--- src/rtl/trap_pkg.sv ---
package trap_pkg;
  localparam int NUM_EXC  = 3;
  localparam int CODE_W   = 4;
  localparam int CODE_LSB = 2;

  typedef enum logic [CODE_W-1:0] {
    CODE_IRQ     = 4'd0,
    CODE_DIV0    = 4'd9,
    CODE_ILLEGAL = 4'd10,
    CODE_OVF     = 4'd12
  } exc_code_e;

  // index 0 is the highest priority
  function automatic exc_code_e exc_code_of(input int idx);
    case (idx)
      0:       return CODE_ILLEGAL;
      1:       return CODE_OVF;
      default: return CODE_DIV0;
    endcase
  endfunction
endpackage

--- src/rtl/trap_priority.sv ---
module trap_priority
  import trap_pkg::*;
#(
  parameter int NUM_IRQ = 8
) (
  input  logic               ie_i,
  input  logic [NUM_IRQ-1:0] mask_i,
  input  logic [NUM_IRQ-1:0] irq_i,
  input  logic [NUM_EXC-1:0] exc_i,
  output logic               take_o,
  output logic               exc_any_o,
  output exc_code_e          code_o
);
  logic [NUM_IRQ-1:0] irq_live;

  for (genvar g = 0; g < NUM_IRQ; g++) begin : g_line
    assign irq_live[g] = irq_i[g] & mask_i[g];
  end

  assign exc_any_o = |exc_i;
  assign take_o    = exc_any_o | (ie_i & |irq_live);

  always_comb begin
    code_o = CODE_IRQ;
    for (int i = NUM_EXC - 1; i >= 0; i--) begin
      if (exc_i[i]) code_o = exc_code_of(i);
    end
  end
endmodule

--- src/rtl/trap_status_reg.sv ---
module trap_status_reg #(
  parameter int NUM_IRQ = 8
) (
  input  logic               clk_i,
  input  logic               rst_ni,
  input  logic               wr_en_i,
  input  logic               wr_ie_i,
  input  logic               wr_pie_i,
  input  logic [NUM_IRQ-1:0] wr_mask_i,
  input  logic               trap_i,
  input  logic               eret_i,
  output logic               ie_o,
  output logic               pie_o,
  output logic [NUM_IRQ-1:0] mask_o
);
  always_ff @(posedge clk_i or negedge rst_ni) begin
    if (!rst_ni) begin
      ie_o   <= 1'b0;
      pie_o  <= 1'b0;
      mask_o <= '0;
    end else if (trap_i) begin
      pie_o <= ie_o;
      ie_o  <= 1'b0;
    end else if (eret_i) begin
      ie_o <= pie_o;
    end else if (wr_en_i) begin
      ie_o   <= wr_ie_i;
      pie_o  <= wr_pie_i;
      mask_o <= wr_mask_i;
    end
  end
endmodule

--- src/rtl/trap_cause_reg.sv ---
module trap_cause_reg
  import trap_pkg::*;
#(
  parameter int XLEN = 32
) (
  input  logic              clk_i,
  input  logic              rst_ni,
  input  logic              wr_code_en_i,
  input  logic [CODE_W-1:0] wr_code_i,
  input  logic              wr_epc_en_i,
  input  logic [XLEN-1:0]   wr_epc_i,
  input  logic              trap_i,
  input  exc_code_e         trap_code_i,
  input  logic [XLEN-1:0]   pc_i,
  output logic [CODE_W-1:0] code_o,
  output logic [XLEN-1:0]   epc_o
);
  always_ff @(posedge clk_i or negedge rst_ni) begin
    if (!rst_ni) begin
      code_o <= '0;
      epc_o  <= '0;
    end else if (trap_i) begin
      code_o <= trap_code_i;
      epc_o  <= pc_i;
    end else begin
      if (wr_code_en_i) code_o <= wr_code_i;
      if (wr_epc_en_i)  epc_o  <= wr_epc_i;
    end
  end
endmodule

--- src/rtl/trap_ctrl_unit.sv ---
module trap_ctrl_unit
  import trap_pkg::*;
#(
  parameter int              XLEN       = 32,
  parameter int              NUM_IRQ    = 8,
  parameter int              IDX_W      = 5,
  parameter int              MASK_LSB   = 8,
  parameter int              STATUS_IDX = 12,
  parameter int              CAUSE_IDX  = 13,
  parameter int              EPC_IDX    = 14,
  parameter logic [XLEN-1:0] VECTOR     = 32'h0000_0180
) (
  input  logic               clk_i,
  input  logic               rst_ni,
  input  logic               cp_wr_en_i,
  input  logic [IDX_W-1:0]   cp_addr_i,
  input  logic [XLEN-1:0]    cp_wdata_i,
  output logic [XLEN-1:0]    cp_rdata_o,
  input  logic [NUM_IRQ-1:0] irq_i,
  input  logic               exc_illegal_i,
  input  logic               exc_ovf_i,
  input  logic               exc_div0_i,
  input  logic [XLEN-1:0]    inst_pc_i,
  input  logic               eret_i,
  output logic               trap_o,
  output logic [XLEN-1:0]    trap_vec_o,
  output logic [XLEN-1:0]    epc_o
);
  logic               status_ie, status_pie, exc_any;
  logic [NUM_IRQ-1:0] status_mask;
  logic [CODE_W-1:0]  cause_code;
  exc_code_e          trap_code;
  logic               wr_status, wr_cause, wr_epc;
  logic [XLEN-1:0]    status_rd, cause_rd;

  assign wr_status = cp_wr_en_i && (cp_addr_i == IDX_W'(STATUS_IDX));
  assign wr_cause  = cp_wr_en_i && (cp_addr_i == IDX_W'(CAUSE_IDX));
  assign wr_epc    = cp_wr_en_i && (cp_addr_i == IDX_W'(EPC_IDX));

  trap_priority #(.NUM_IRQ(NUM_IRQ)) i_prio (
    .ie_i      (status_ie),
    .mask_i    (status_mask),
    .irq_i     (irq_i),
    .exc_i     ({exc_div0_i, exc_ovf_i, exc_illegal_i}),
    .take_o    (trap_o),
    .exc_any_o (exc_any),
    .code_o    (trap_code)
  );

  trap_status_reg #(.NUM_IRQ(NUM_IRQ)) i_status (
    .clk_i     (clk_i),
    .rst_ni    (rst_ni),
    .wr_en_i   (wr_status),
    .wr_ie_i   (cp_wdata_i[0]),
    .wr_pie_i  (cp_wdata_i[1]),
    .wr_mask_i (cp_wdata_i[MASK_LSB +: NUM_IRQ]),
    .trap_i    (trap_o),
    .eret_i    (eret_i),
    .ie_o      (status_ie),
    .pie_o     (status_pie),
    .mask_o    (status_mask)
  );

  trap_cause_reg #(.XLEN(XLEN)) i_cause (
    .clk_i        (clk_i),
    .rst_ni       (rst_ni),
    .wr_code_en_i (wr_cause),
    .wr_code_i    (cp_wdata_i[CODE_LSB +: CODE_W]),
    .wr_epc_en_i  (wr_epc),
    .wr_epc_i     (cp_wdata_i),
    .trap_i       (trap_o),
    .trap_code_i  (trap_code),
    .pc_i         (inst_pc_i),
    .code_o       (cause_code),
    .epc_o        (epc_o)
  );

  always_comb begin
    status_rd                        = '0;
    status_rd[0]                     = status_ie;
    status_rd[1]                     = status_pie;
    status_rd[MASK_LSB +: NUM_IRQ]   = status_mask;
    cause_rd                         = '0;
    cause_rd[CODE_LSB +: CODE_W]     = cause_code;
    cause_rd[MASK_LSB +: NUM_IRQ]    = irq_i;
  end

  always_comb begin
    if (cp_addr_i == IDX_W'(STATUS_IDX))     cp_rdata_o = status_rd;
    else if (cp_addr_i == IDX_W'(CAUSE_IDX)) cp_rdata_o = cause_rd;
    else if (cp_addr_i == IDX_W'(EPC_IDX))   cp_rdata_o = epc_o;
    else                                     cp_rdata_o = '0;
  end

  assign trap_vec_o = VECTOR;
endmodule

--- config.mk ---
export PLATFORM = sky130hd
export DESIGN_NAME = trap_ctrl_unit
export DESIGN_NICKNAME = d
export VERILOG_FILES = /design/src/rtl/trap_pkg.sv /design/src/rtl/trap_priority.sv /design/src/rtl/trap_status_reg.sv /design/src/rtl/trap_cause_reg.sv /design/src/rtl/trap_ctrl_unit.sv
export SDC_FILE = /design/constraint.sdc
export NUM_CORES = 1
export LEC_CHECK = 0
export ABC_AREA = 1
export BUFFER_PORTS_ARGS = -buffer_cell sky130_fd_sc_hd__buf_2
export CAP_MARGIN = 20
export CORE_MARGIN = 1.5
export CORE_UTILIZATION = 47
export DETAILED_ROUTE_END_ITERATION = 8
export GPL_ROUTABILITY_DRIVEN = 0
export GPL_TIMING_DRIVEN = 1
export PLACE_DENSITY = 0.86
export SYNTH_ARGS = -nofsm -noshare
export SYNTH_HDL_FRONTEND = slang
export SYNTH_SLANG_ARGS = --single-unit
--- constraint.sdc ---
create_clock -name clk_i -period 4.1 [get_ports clk_i]
set_input_delay 0.205 -clock clk_i [delete_from_list [all_inputs] [get_ports clk_i]]
set_output_delay 0.205 -clock clk_i [all_outputs]
set_load 0.05 [all_outputs]
# After elaboration in Yosys (flattened, before gate mapping)
# Index checks and enable logic that the tools add are counted.
[word_totals]
in_bits = 84
register_bits = 46
[classes]
n_eq_ne = 4
n_mux = 16
n_bitwise = 12
n_reduce_logical = 11
[op_table]
columns = ["op", "count"]
rows = [
  ["32-bit two-way mux", 5],
  ["4-bit two-way mux", 5],
  ["5-bit by 4-bit equality test with 1-bit output, second input constant", 3],
  ["1-bit bitwise AND", 9],
  ["8-bit OR reduction", 1],
  ["1-bit two-way mux", 6],
  ["2-bit nonzero test", 3],
  ["1-bit logical AND", 3],
  ["3-bit AND reduction", 1],
  ["3-bit nonzero test", 1],
  ["3-bit OR reduction", 1],
  ["2-bit by 1-bit inequality test with 1-bit output, second input constant", 1],
  ["1-bit NOT", 2],
  ["2-bit AND reduction", 1],
  ["1-bit bitwise OR", 1],
]

# Depth between registers and ports, before layout
# Gate-level depths: netlist (run 1).
[logic_depth]
depth_word = 6
depth_mapped = 11
depth_no_buf = 10

# Cells and area by module
# A second synthesis (run 1) with hierarchy kept.
[hier_totals]
cells_unflattened = 417
area_unflattened_um2 = 2964.1
[by_module_without_submodules]
columns = ["module", "area_per_inst_um2", "cells_each", "n_inst"]
rows = [
  ["trap_cause_reg", 1617.8, 197, 1],
  ["trap_ctrl_unit", 782.0, 141, 1],
  ["trap_status_reg", 460.4, 54, 1],
  ["trap_priority", 103.8, 25, 1],
]

# Worst setup path after synthesis (run 1)
# No wires, ideal clock.
[synth_path]
path_kind = "input-to-output"
startpoint = "input port cp_addr_i[0]"
endpoint = "output port cp_rdata_o[21]"
stages = 5
arrival_time_ns = 1.466
required_time_ns = 3.895
path_buffers = 2
path_slack_ns = 2.429
cell_sequence = "nor2_1 nand2_1 buf_2 buf_1 nor2_1"
[synth_between]
elab_chain_cells = 4
elab_cells_between_ends = 6
cone_classes = "3 x eq/ne; 3 x mux"
[synth_rtl]
columns = ["element", "line_no", "text"]
rows = [
  ["start: declaration", "trap_ctrl_unit.sv:16", "input logic [IDX_W-1:0] cp_addr_i,"],
  ["5-bit by 4-bit equality test with 1-bit output", "trap_ctrl_unit.sv:91", "else if (cp_addr_i == IDX_W'(EPC_IDX)) cp_rdata_o = epc_o;"],
  ["32-bit two-way mux", "trap_ctrl_unit.sv:91", ""],
  ["32-bit two-way mux", "trap_ctrl_unit.sv:90", "else if (cp_addr_i == IDX_W'(CAUSE_IDX)) cp_rdata_o = cause_rd;"],
  ["32-bit two-way mux (*)", "trap_ctrl_unit.sv:89", "if (cp_addr_i == IDX_W'(STATUS_IDX)) cp_rdata_o = status_rd;"],
  ["end: declaration", "trap_ctrl_unit.sv:18", "output logic [XLEN-1:0] cp_rdata_o,"],
]
# Mark *: on every way between the ends. The rest lies on a longest branch, timed or not.

# Worst setup path after layout (run 1)
[layout_path]
startpoint = "register i_status.mask_o[4]"
endpoint = "register i_cause.epc_o[16]"
[layout_between]
elab_chain_cells = 5
elab_cells_between_ends = 6
cone_classes = "1 x mux; 3 x bitwise; 2 x reduce/logical"
[layout_rtl]
columns = ["element", "line_no", "text"]
rows = [
  ["start: declaration", "trap_status_reg.sv:14", "output logic [NUM_IRQ-1:0] mask_o"],
  ["start signal: assignment", "trap_status_reg.sv:29", "mask_o <= wr_mask_i;"],
  ["1-bit bitwise AND (*)", "trap_priority.sv:17", "assign irq_live[g] = irq_i[g] & mask_i[g];"],
  ["8-bit OR reduction (*)", "trap_priority.sv:21", "assign take_o = exc_any_o | (ie_i & |irq_live);"],
  ["1-bit bitwise AND (*)", "trap_priority.sv:21", ""],
  ["1-bit bitwise OR (*)", "trap_priority.sv:21", ""],
  ["32-bit two-way mux / 2-bit nonzero test (equally long branches)", "n/a", ""],
  ["end signal: assignment", "trap_cause_reg.sv:24", "epc_o <= pc_i;"],
  ["end signal: assignment", "trap_cause_reg.sv:27", "if (wr_epc_en_i) epc_o <= wr_epc_i;"],
  ["end: declaration", "trap_cause_reg.sv:16", "output logic [XLEN-1:0] epc_o"],
]
# Marks and branches as above.
# A chain may end at the register's enable or synchronous reset.

==> results_dict.tcl, run 1 <==
set metrics [dict create \
    cts_made_buffers 5 \
    arrival_ns 3.00 \
    period_share_pct 67.74 \
    syn_inst 412 \
    die_w_um 81.15 \
    grt_first_pass_wirelength_mm 11.76 \
    crit_path_start_kind "register" \
    min_period_ns 2.777 \
    htree_num_levels 2 \
    synth_cell_type_count 21 \
    crit_slowest_cell "nor2_2" \
    die_h_um 81.15 \
    power_density_mw_per_mm2 320.2 \
    drv_slew 0 \
    clk-insertion-delay-late_ns 0.29 \
    place_ws_ns 1.351 \
    core_area_sq_mm 0.005921 \
    tightest_slew_ns 0.7737 \
    drive_above_1_share_pct 29.95 \
    ant_nets 0 \
    setup_tns_ns 0 \
    cp_slowest_stage_delay_ns 0.57 \
    grt_pass1_vias 2557 \
    r2r_slack_ns 1.32 \
    num_rows 28 \
    port_buffers 148 \
    setup_ws_ns 1.323 \
    outcome "finished clean" \
    use_met1_pct 29.45 \
    areaGrowthSynthToFinish_pct 27.29 \
    top_usage_layer "met2" \
    antenna_found_initial 0 \
    grt_use_met2_pct 41.08 \
    crit_chain "nand2_1 > nand2_1 > nor2_1 > nand2_1 > nand2_2 > nand2_4 > nor2_2 > buf_4 > nand2_1 > nand3_1" \
    rsz0062_at_grt "no" \
    grt-ovfl-total 0 \
    peakVddDrop_v 0.0001699 \
    path_class "reg -> reg" \
    endpoint_kind "register" \
    yosysWarningCount 0 \
    cts_tree "built" \
    seq_area_frac_synth_pct 40.10 \
    grt_max_degree 47 \
    finalNetCount 634 \
    dr.pass1.iters 4 \
    cts_buffer_depth 2 \
    vias_per_cell 4.954 \
    hold_class "in -> reg" \
    cp.required_ns 4.32 \
    yosys-top-cells-area "dfrtp_1, nand2_1, buf_4, nand3_1, nand4_1" \
    cts_num_sinks 46 \
    max-cap-violations 0 \
    fin_skew_ns 0.009256 \
    worst-path-buf-inv 1 \
    use_met3_pct 4.157 \
    routed_wl_mm 7.823 \
    dieArea_sq_mm 0.006585 \
    n_antenna_cell 0 \
    p_leak_nw 2.197 \
    slew_headroom_pct 48.30 \
    crit_family "simple AND/OR/NAND/NOR gates" \
    synth_area_sq_mm 0.002870 \
    max_freq_mhz 360.1 \
    io_pins 181 \
    crit_path_frequent_cell "nand2_1" \
    initial_utilization_pct 48.48 \
    syn_area_per_cell_sq_um 6.967 \
    drt_iter0_drc 132 \
    drcViolationCount 0 \
    clk_pin_slew_ns 0.08 \
    yosysTopAreaCell "dfrtp_1" \
    clockRootBuffer "clkbuf_8" \
    vias 3101 \
    worst-path-max-fanout 46 \
    place_hpwl_mm 5.770 \
    wl_per_cell_um 12.50 \
    synth.top_cell.area_share_pct 40.10 \
    yosys_register_bits 46 \
    grtUsageTotal_pct 23.28 \
    finalHoldViolCount 0 \
    setup_viol 0 \
]
## flip-flops by register name, summed over array words and instances (netlist names)
signal           flops
i_cause.epc_o       32
i_cause.code_o       4
i_status.pie_o       1
i_status.ie_o        1
i_status.mask_o      8
## final timing paths
kind	from	to	cells after the start
setup reg to reg	i_status.mask_o[4]$_DFFE_PN0P_	i_cause.epc_o[16]$_DFFE_PN0P_	10
hold reg to reg	i_cause.code_o[0]$_DFFE_PN0P_	i_cause.code_o[0]$_DFFE_PN0P_	2
hold / removal	inst_pc_i[23]	i_cause.epc_o[23]$_DFFE_PN0P_	3
setup / recovery	i_status.mask_o[4]$_DFFE_PN0P_	i_cause.epc_o[16]$_DFFE_PN0P_	10
min in group asynchronous	rst_ni	i_status.mask_o[3]$_DFFE_PN0P_	2
max in group asynchronous	rst_ni	i_cause.epc_o[21]$_DFFE_PN0P_	3
## cells by family (layout without fill, tap and decap cells)
family | Yosys count | after routing | share of synthesized area (%)
other | 2 | 32 | 0.2616
multiplexers | 1 | 1 | 0.3487
AND/OR/NAND/NOR | 262 | 262 | 39.89
AO/OA/AOI/OAI | 16 | 16 | 3.575
flip-flops | 46 | 46 | 40.10
buffers and inverters | 85 | 194 | 15.82
## worst min-delay path, stage by stage
cell and delay, ns:
buf_2 0.07, nand2_1 0.04, nand3_1 0.07
## layout by cell type (no fill, tap or decap)
cell type,instances
inv_1,31
conb_1,32
nand3_1,46
buf_16,1
a22o_1,6
nor3_4,1
clkinv_1,1
mux2i_1,1
nand2_2,1
bufinv_16,1
nor2_1,29
nand3b_1,1
dfrtp_1,46
inv_2,1
clkbuf_1,2
nand2_1,152
clkbuf_8,5
nor2_2,3
nand4_1,28
buf_2,148
o21ai_0,10
dlygate4sd3_1,1
buf_4,3
nand2_4,1
## metrics by stage
stage	hold WS (ns)	instances	cell area [sq um]	power, mW	utilization, %
after floorplan	-0.09059	442	2983	0.7675	-
after global placement	0.4135	616	3510	0.8402	59.28
after detailed placement	0.4281	616	3510	0.8446	59.28
after CTS	0.1093	624	3616	1.174	61.07
after global routing	0.1188	626	3654	1.224	61.71
final	0.1285	626	3654	1.170	61.71
## layer usage
metal	share of wire, %	routed length, um
met1	42	3290
met2	50	3917
met3	7.3	569
met4	0.59	46
met5	0	0
## repair_timing
| action | 4_1_cts | 5_1_grt |
|---|---|---|
| gates resized for setup | 0 | 0 |
| hold buffers | 0 | 1 |
| endpoints found under the hold margin | 0 | 22 |
| buffers inserted | 0 | 0 |
## cell usage after synthesis, drive strengths merged
library cell,count
nand2,154
dfrtp,46
nand3,46
buf,45
inv,32
nor2,32
nand4,28
o21ai,10
clkbuf,7
a22o,6
conb,2
clkinv,1
mux2i,1
nand3b,1
nor3,1
## report_power, final
group	internal (mW)	switching, mW	leakage (nW)	total [mW]
sequential	0.484	0.0260	0.564	0.509
clock	0.183	0.147	0.0524	0.329
combinational	0.0766	0.255	1.58	0.331
total	0.743	0.427	2.20	1.17
## cell type report
| type | instances | area [sq um] |
|---|---|---|
| Fill cell | 575 | 2267 |
| Tap cell | 75 | 93.84 |
| Timing Repair Buffer | 153 | 800.8 |
| Sequential cell | 46 | 1151 |
| Clock buffer | 7 | 76.32 |
| Clock inverter | 1 | 30.03 |
| Inverter | 33 | 123.9 |
| Multi-Input combinational cell | 311 | 1378 |
Power figures use the tool's default switching activity.
==> run 2: changes to the inputs <==
--- a/config.mk
+++ b/config.mk
@@ -9,11 +9,11 @@
 export BUFFER_PORTS_ARGS = -buffer_cell sky130_fd_sc_hd__buf_2
 export CAP_MARGIN = 20
 export CORE_MARGIN = 1.5
-export CORE_UTILIZATION = 47
+export CORE_UTILIZATION = 43
 export DETAILED_ROUTE_END_ITERATION = 8
 export GPL_ROUTABILITY_DRIVEN = 0
 export GPL_TIMING_DRIVEN = 1
-export PLACE_DENSITY = 0.86
+export PLACE_DENSITY = 0.8
 export SYNTH_ARGS = -nofsm -noshare
 export SYNTH_HDL_FRONTEND = slang
 export SYNTH_SLANG_ARGS = --single-unit
==> constraint.sdc (replaced) <==
create_clock -name clk_i -period 2.8 [get_ports clk_i]
set_input_delay 0.14 -clock clk_i [delete_from_list [all_inputs] [get_ports clk_i]]
set_output_delay 0.14 -clock clk_i [all_outputs]
set_load 0.05 [all_outputs]
==> run 2 against run 1 <==
Cell count up 0.80%. Critical path type is now reg -> out. Utilization fell by 4.5 points. Hold slack worse by 0.070 ns. Worst setup slack worse by 0.51 ns. Wire length rose by 6.1%.
==> results_dict.tcl, run 2 (synthesis gave the netlist of run 1 again) <==
set metrics [dict create \
    seq_power_share_pct 45.5 \
    seqCellArea_sq_mm 0.001151 \
    areaGrowthSynthToFinish_pct 27.20 \
    finalNetCount 637 \
    peakVddDrop_v 0.0001968 \
    vias_per_cell 4.983 \
    hold_class "in -> reg" \
    wl_per_cell_um 13.15 \
    initial_utilization_pct 44.95 \
    min_period_ns 1.982 \
    grt-ovfl-total 0 \
    htree_num_levels 2 \
    multi_input_area_sq_mm 0.001378 \
    place_ws_ns 0.9762 \
    cts_made_buffers 5 \
    slew_headroom_pct 62.13 \
    die_h_um 84.70 \
    crit_path_start_kind "register" \
    vias 3144 \
    holdWs_ns 0.05838 \
    place_hpwl_mm 5.976 \
    antenna_found_initial 0 \
    top_regs "i_cause.epc_o x32, i_status.mask_o x8, i_cause.code_o x4" \
    setup_ws_ns 0.8177 \
    finalPower_mw 1.637 \
    clk_pin_slew_ns 0.09 \
    final_cell_mix "nand2_1, buf_2, nand3_1, dfrtp_1, conb_1" \
    grt_first_pass_wirelength_mm 13.73 \
    ant_nets 0 \
    endpoint_kind "output pin" \
    cts_buffer_depth 2 \
    fin_skew_ns 0.01385 \
    cp.required_ns 2.66 \
    routed_wl_mm 8.298 \
    fin_cells 631 \
    clkPwrFrac_pct 24.8 \
    internal-power_mw 0.9969 \
    n_antenna_cell 0 \
    setup_viol 0 \
    grt_pass1_vias 2944 \
    port_buffers 148 \
    p_sw_share_pct 39.11 \
    rsz0062_at_grt "no" \
    dp_cells 621 \
    grt_max_degree 47 \
    clk-insertion-delay-late_ns 0.30 \
    max_freq_mhz 504.5 \
    dr.pass1.iters 4 \
    arrival_ns 1.84 \
    die_w_um 84.70 \
    setup_tns_ns 0 \
    clockRootBuffer "clkbuf_8" \
    finalHoldViolCount 0 \
    largest_reg_flops 32 \
    nFillCells 658 \
    outcome "finished clean" \
    worst-path-max-fanout 45 \
    cts_num_sinks 46 \
    switching_power_mw 0.6404 \
    power_frac_comb_pct 29.7 \
    drv_slew 0 \
    p_leak_nw 2.199 \
    top_register "i_cause.epc_o" \
    layout_commonest_cell "nand2_1" \
    period_share_pct 70.80 \
    dieArea_sq_mm 0.007174 \
    core_area_sq_mm 0.006386 \
    drcViolationCount 0 \
    path_class "reg -> out" \
    power_density_mw_per_mm2 448.4 \
    max-cap-violations 0 \
    grtUsageTotal_pct 23.39 \
    cts_tree "built" \
    io_pins 181 \
    drive_above_1_share_pct 30.51 \
    num_rows 29 \
    drt_iter0_drc 173 \
    tightest_slew_ns 0.5674 \
]
==> run 2: cell count changes in the layout (fill, tap and decap cells not counted) <==
| cell | change |
|---|---|
| bufinv_16 | -1 |
| buf_16 | -1 |
| buf_12 | +1 |
| buf_4 | +3 |
| clkbuf_1 | -1 |
| clkinv_4 | +1 |
| clkinv_2 | +1 |
==> run 2: per-stage QoR <==
stage                     cell area, sq um  util (%)
final                                 3651     57.17
after global routing                  3651     57.17
after CTS                             3621     56.70
after detailed placement              3535     55.35
after global placement                3535     55.35
after floorplan                       2983         -
==> run 2: metal layers <==
metal	track usage [%]	share of wire [%]	vias to the layer above
li1	-	-	1534
met1	29.09	42	1456
met2	42.28	50	150
met3	4.818	7.7	4
met4	4.252	0.40	0
met5	0	0	-
==> run 2: path summary, 6_finish.rpt <==
check,start,to,slack (ns),cells after the start
hold reg to reg,i_cause.epc_o[10]$_DFFE_PN0P_,i_cause.epc_o[10]$_DFFE_PN0P_,0.51,2
max in group asynchronous,rst_ni,i_status.ie_o$_DFFE_PN0P_,2.11,3
setup reg to reg,i_status.mask_o[5]$_DFFE_PN0P_,i_cause.epc_o[23]$_DFFE_PN0P_,0.96,10
hold / removal,inst_pc_i[7],i_cause.epc_o[7]$_DFFE_PN0P_,0.06,3
min in group asynchronous,rst_ni,i_status.mask_o[2]$_DFFE_PN0P_,0.22,2
setup / recovery,i_status.mask_o[5]$_DFFE_PN0P_,trap_o,0.82,8
==> run 2: area by class of cell <==
type / count / share of cell area (%)
timing repair buffer: 156 / 22.34
tap: 77 / 2.639
clock inverter: 2 / 0.3770
multi-input combinational: 311 / 37.73
clock buffer: 6 / 1.988
inverter: 33 / 3.393
sequential: 46 / 31.53
==> run 2: power by group through the flow <==
| stage | clock, mW | sequential (mW) | combinational [mW] |
|---|---|---|---|
| detailed placement | 0 | 0.757 | 0.484 |
| finish | 0.405 | 0.745 | 0.487 |
| CTS | 0.421 | 0.745 | 0.484 |
| global placement | 0 | 0.756 | 0.476 |
| floorplan | 0 | 0.879 | 0.245 |
| global route | 0.448 | 0.751 | 0.521 |
==> run 2: worst max-delay path, stage by stage, from the launching register on <==
cell and delay (ns):
dfrtp_1 0.38, nand2_1 0.07, nand2_1 0.07, nor2_1 0.04, nand2_1 0.07, nand2_2 0.07, nand2_4 0.07, buf_4 0.41
buf_2 0.35
==> run 2: timing repair <==
action                    CTS  global route
hold endpoints to repair    0            46
setup buffers               0             0
resized for setup           0             0
hold buffers                0             1
==> run 3: changes to the inputs <==
--- a/config.mk
+++ b/config.mk
@@ -5,15 +5,15 @@
 export SDC_FILE = /design/constraint.sdc
 export NUM_CORES = 1
 export LEC_CHECK = 0
-export ABC_AREA = 1
+export ABC_AREA = 0
 export BUFFER_PORTS_ARGS = -buffer_cell sky130_fd_sc_hd__buf_2
 export CAP_MARGIN = 20
 export CORE_MARGIN = 1.5
-export CORE_UTILIZATION = 43
+export CORE_UTILIZATION = 44
 export DETAILED_ROUTE_END_ITERATION = 8
 export GPL_ROUTABILITY_DRIVEN = 0
 export GPL_TIMING_DRIVEN = 1
-export PLACE_DENSITY = 0.8
+export PLACE_DENSITY = 0.81
 export SYNTH_ARGS = -nofsm -noshare
 export SYNTH_HDL_FRONTEND = slang
 export SYNTH_SLANG_ARGS = --single-unit
==> constraint.sdc (replaced) <==
create_clock -name clk_i -period 2 [get_ports clk_i]
set_input_delay 0.1 -clock clk_i [delete_from_list [all_inputs] [get_ports clk_i]]
set_output_delay 0.1 -clock clk_i [all_outputs]
set_load 0.05 [all_outputs]
==> run 3 against run 2 <==
The run now ends with DRC left. First-iteration DRC count down 42%. Cell area up 2.2%. Register-to-register slack worse by 0.78 ns. Synthesized area up 2.6%. Largest power group unchanged. Highest routed layer unchanged.
==> results_dict.tcl, run 3 <==
set metrics [dict create \
    finalHoldViolCount 0 \
    dieArea_sq_mm 0.007194 \
    die_w_um 84.82 \
    synthMuxAreaShare_pct 28.55 \
    routed_wl_mm 7.738 \
    layout_commonest_cell "buf_2" \
    synth_top_family_by_area "multiplexers" \
    synth_area_sq_mm 0.002945 \
    cts_num_sinks 46 \
    path_class "reg -> out" \
    yosys_register_bits 46 \
    yosysWarningCount 0 \
    arrival_ns 1.78 \
    drt_iter0_drc 101 \
    largest_reg_flops 32 \
    crit_chain "a22oi_1 > a41oi_2 > nor2_4 > buf_12 > inv_2 > buf_2" \
    setup_tns_ns 0 \
    dp_cells 475 \
    max-cap-violations 0 \
    synth_cell_type_count 38 \
    endpoint_kind "output pin" \
    max_freq_mhz 530.8 \
    grtUsageTotal_pct 21.39 \
    fin_cells 483 \
    core_area_sq_mm 0.006422 \
    yosys-top-cells-area "dfrtp_1, mux2_2, buf_4, and3_1, mux2_1" \
    crit_slowest_cell "dfrtp_1" \
    initial_utilization_pct 45.86 \
    clk_pin_slew_ns 0.08 \
    wl_per_cell_um 16.02 \
    finalPower_mw 2.298 \
    synth_most_common_cell "mux2_2" \
    num_rows 29 \
    peakVddDrop_v 0.0003858 \
    syn_inst 263 \
    areaGrowthSynthToFinish_pct 26.72 \
    setup_viol 0 \
    cp_slowest_stage_delay_ns 0.40 \
    p_leak_nw 1.919 \
    fin_skew_ns 0.003393 \
    nFillCells 560 \
    final_cell_mix "buf_2, mux2_2, dfrtp_1" \
    crit_family "compound AO/OA/AOI/OAI gates" \
    seq_area_frac_synth_pct 39.08 \
    vias_per_cell 5.290 \
    synth-xor-area-share_pct 0 \
    grt_first_pass_wirelength_mm 12.21 \
    io_pins 181 \
    finalNetCount 490 \
    period_share_pct 94.20 \
    synthSimpleGateAreaFrac_pct 10.62 \
    power_density_mw_per_mm2 615.8 \
    top_register "i_cause.epc_o" \
    synth_ff_type "dfrtp_1" \
    top_regs "i_cause.epc_o x32, i_status.mask_o x8, i_cause.code_o x4" \
    cts_tree "built" \
    drcViolationCount 14 \
    ant_nets 0 \
    rsz0062_at_grt "no" \
    synth_edf_count 0 \
    min_period_ns 1.884 \
    worst-path-max-fanout 20 \
    synth_compound_area_share_pct 9.218 \
    drive_above_1_share_pct 57.64 \
    port_buffers 148 \
    clockRootBuffer "clkbuf_8" \
    htree_num_levels 2 \
    cts_made_buffers 5 \
    slew_headroom_pct 64.95 \
    yosysTopAreaCell "dfrtp_1" \
    syn_area_per_cell_sq_um 11.20 \
    grt-ovfl-total 0 \
    ys_top_cells_by_count "mux2_2, dfrtp_1, buf_4" \
    outcome "finished with violations" \
    async_reset_ff_share_pct 100.0 \
    grt_max_degree 42 \
    drv_slew 0 \
    post_cts_buffers 0 \
    place_hpwl_mm 5.924 \
    r2r_slack_ns 0.18 \
    crit_path_start_kind "register" \
    clk-insertion-delay-late_ns 0.29 \
    cp.required_ns 1.90 \
    dr.pass1.iters 7 \
    vias 2555 \
    synthAdderAreaFrac_pct 0 \
    hold_class "in -> reg" \
    synth.top_cell.area_share_pct 39.08 \
    violations "DRC" \
    n_antenna_cell 0 \
    tightest_slew_ns 0.5257 \
    antenna_found_initial 0 \
    worst-path-buf-inv 3 \
    die_h_um 84.82 \
    cts_buffer_depth 2 \
    grt_pass1_vias 2544 \
]
-- run 3: cell count changes in the layout (fill, tap and decap cells not counted), sizes merged, moves of 20 or more --
| cell | change |
|---|---|
| mux2 | +72 |
| and3 | +20 |
| nand4 | -28 |
| nor2 | -25 |
| nand2 | -144 |
| inv | -28 |
| nand3 | -46 |
-- run 3: metal layers --
layer	share of wire (%)	global-route usage, %
met2	52	39.20
met4	0.30	3.577
met5	0	0
met3	8.6	6.128
met1	39	25.27
-- run 3: timing repair --
item / CTS / global route
gates resized for setup: 0 / 2
endpoints found under the setup margin: 0 / 1
hold buffers: 1 / 0
hold endpoints to repair: 21 / 0
-- run 3: final timing paths --
check | end | start | cells after the start
setup / recovery | trap_o | i_status.mask_o[3]$_DFFE_PN0P_ | 6
hold / removal | i_cause.code_o[0]$_DFFE_PN0P_ | exc_ovf_i | 2
setup reg to reg | i_status.mask_o[0]$_DFFE_PN0P_ | i_status.mask_o[3]$_DFFE_PN0P_ | 4
hold reg to reg | i_cause.code_o[2]$_DFFE_PN0P_ | i_cause.code_o[2]$_DFFE_PN0P_ | 1
max in group asynchronous | i_cause.epc_o[14]$_DFFE_PN0P_ | rst_ni | 3
min in group asynchronous | i_cause.epc_o[6]$_DFFE_PN0P_ | rst_ni | 2
-- run 3: through the flow --
| step | util (%) | cell area (sq um) | hold WS (ns) | setup slack (ns) |
|---|---|---|---|---|
| 2_1_floorplan | - | 3058 | -0.1956 | 0.09412 |
| 3_3_place_gp | 56.58 | 3633 | 0.09433 | 0.1975 |
| 3_5_place_dp | 56.58 | 3633 | 0.09978 | 0.1395 |
| 4_1_cts | 57.96 | 3722 | 0.005515 | 0.04316 |
| 5_1_grt | 58.11 | 3732 | 0.001849 | 0.001170 |
| 6_report | 58.11 | 3732 | 0.01609 | 0.1161 |
-- run 3: kinds of logic after synthesis --
logic type | count (synthesis)
DFF | 46
AOI/OAI and AO/OA | 34
other | 2
buffers and inverters | 55
and+or+nand+nor | 51
muxes | 75
-- run 3: where the power goes --
group,switching (mW),internal [mW]
combinational,0.521,0.214
clock,0.303,0.235
sequential,0.0395,0.985
total,0.864,1.43
-- run 3: cell type report --
type                            instances  area, sq um  share of cell area (%)
Sequential cell                        46         1151                   30.84
Multi-Input combinational cell        192         1555                   41.67
Timing Repair Buffer                  157        835.8                   22.39
Inverter                                4        15.01                  0.4023
Tap cell                               77        96.34                   2.581
Clock buffer                            5        68.82                   1.844
Clock inverter                          2        10.01                  0.2682
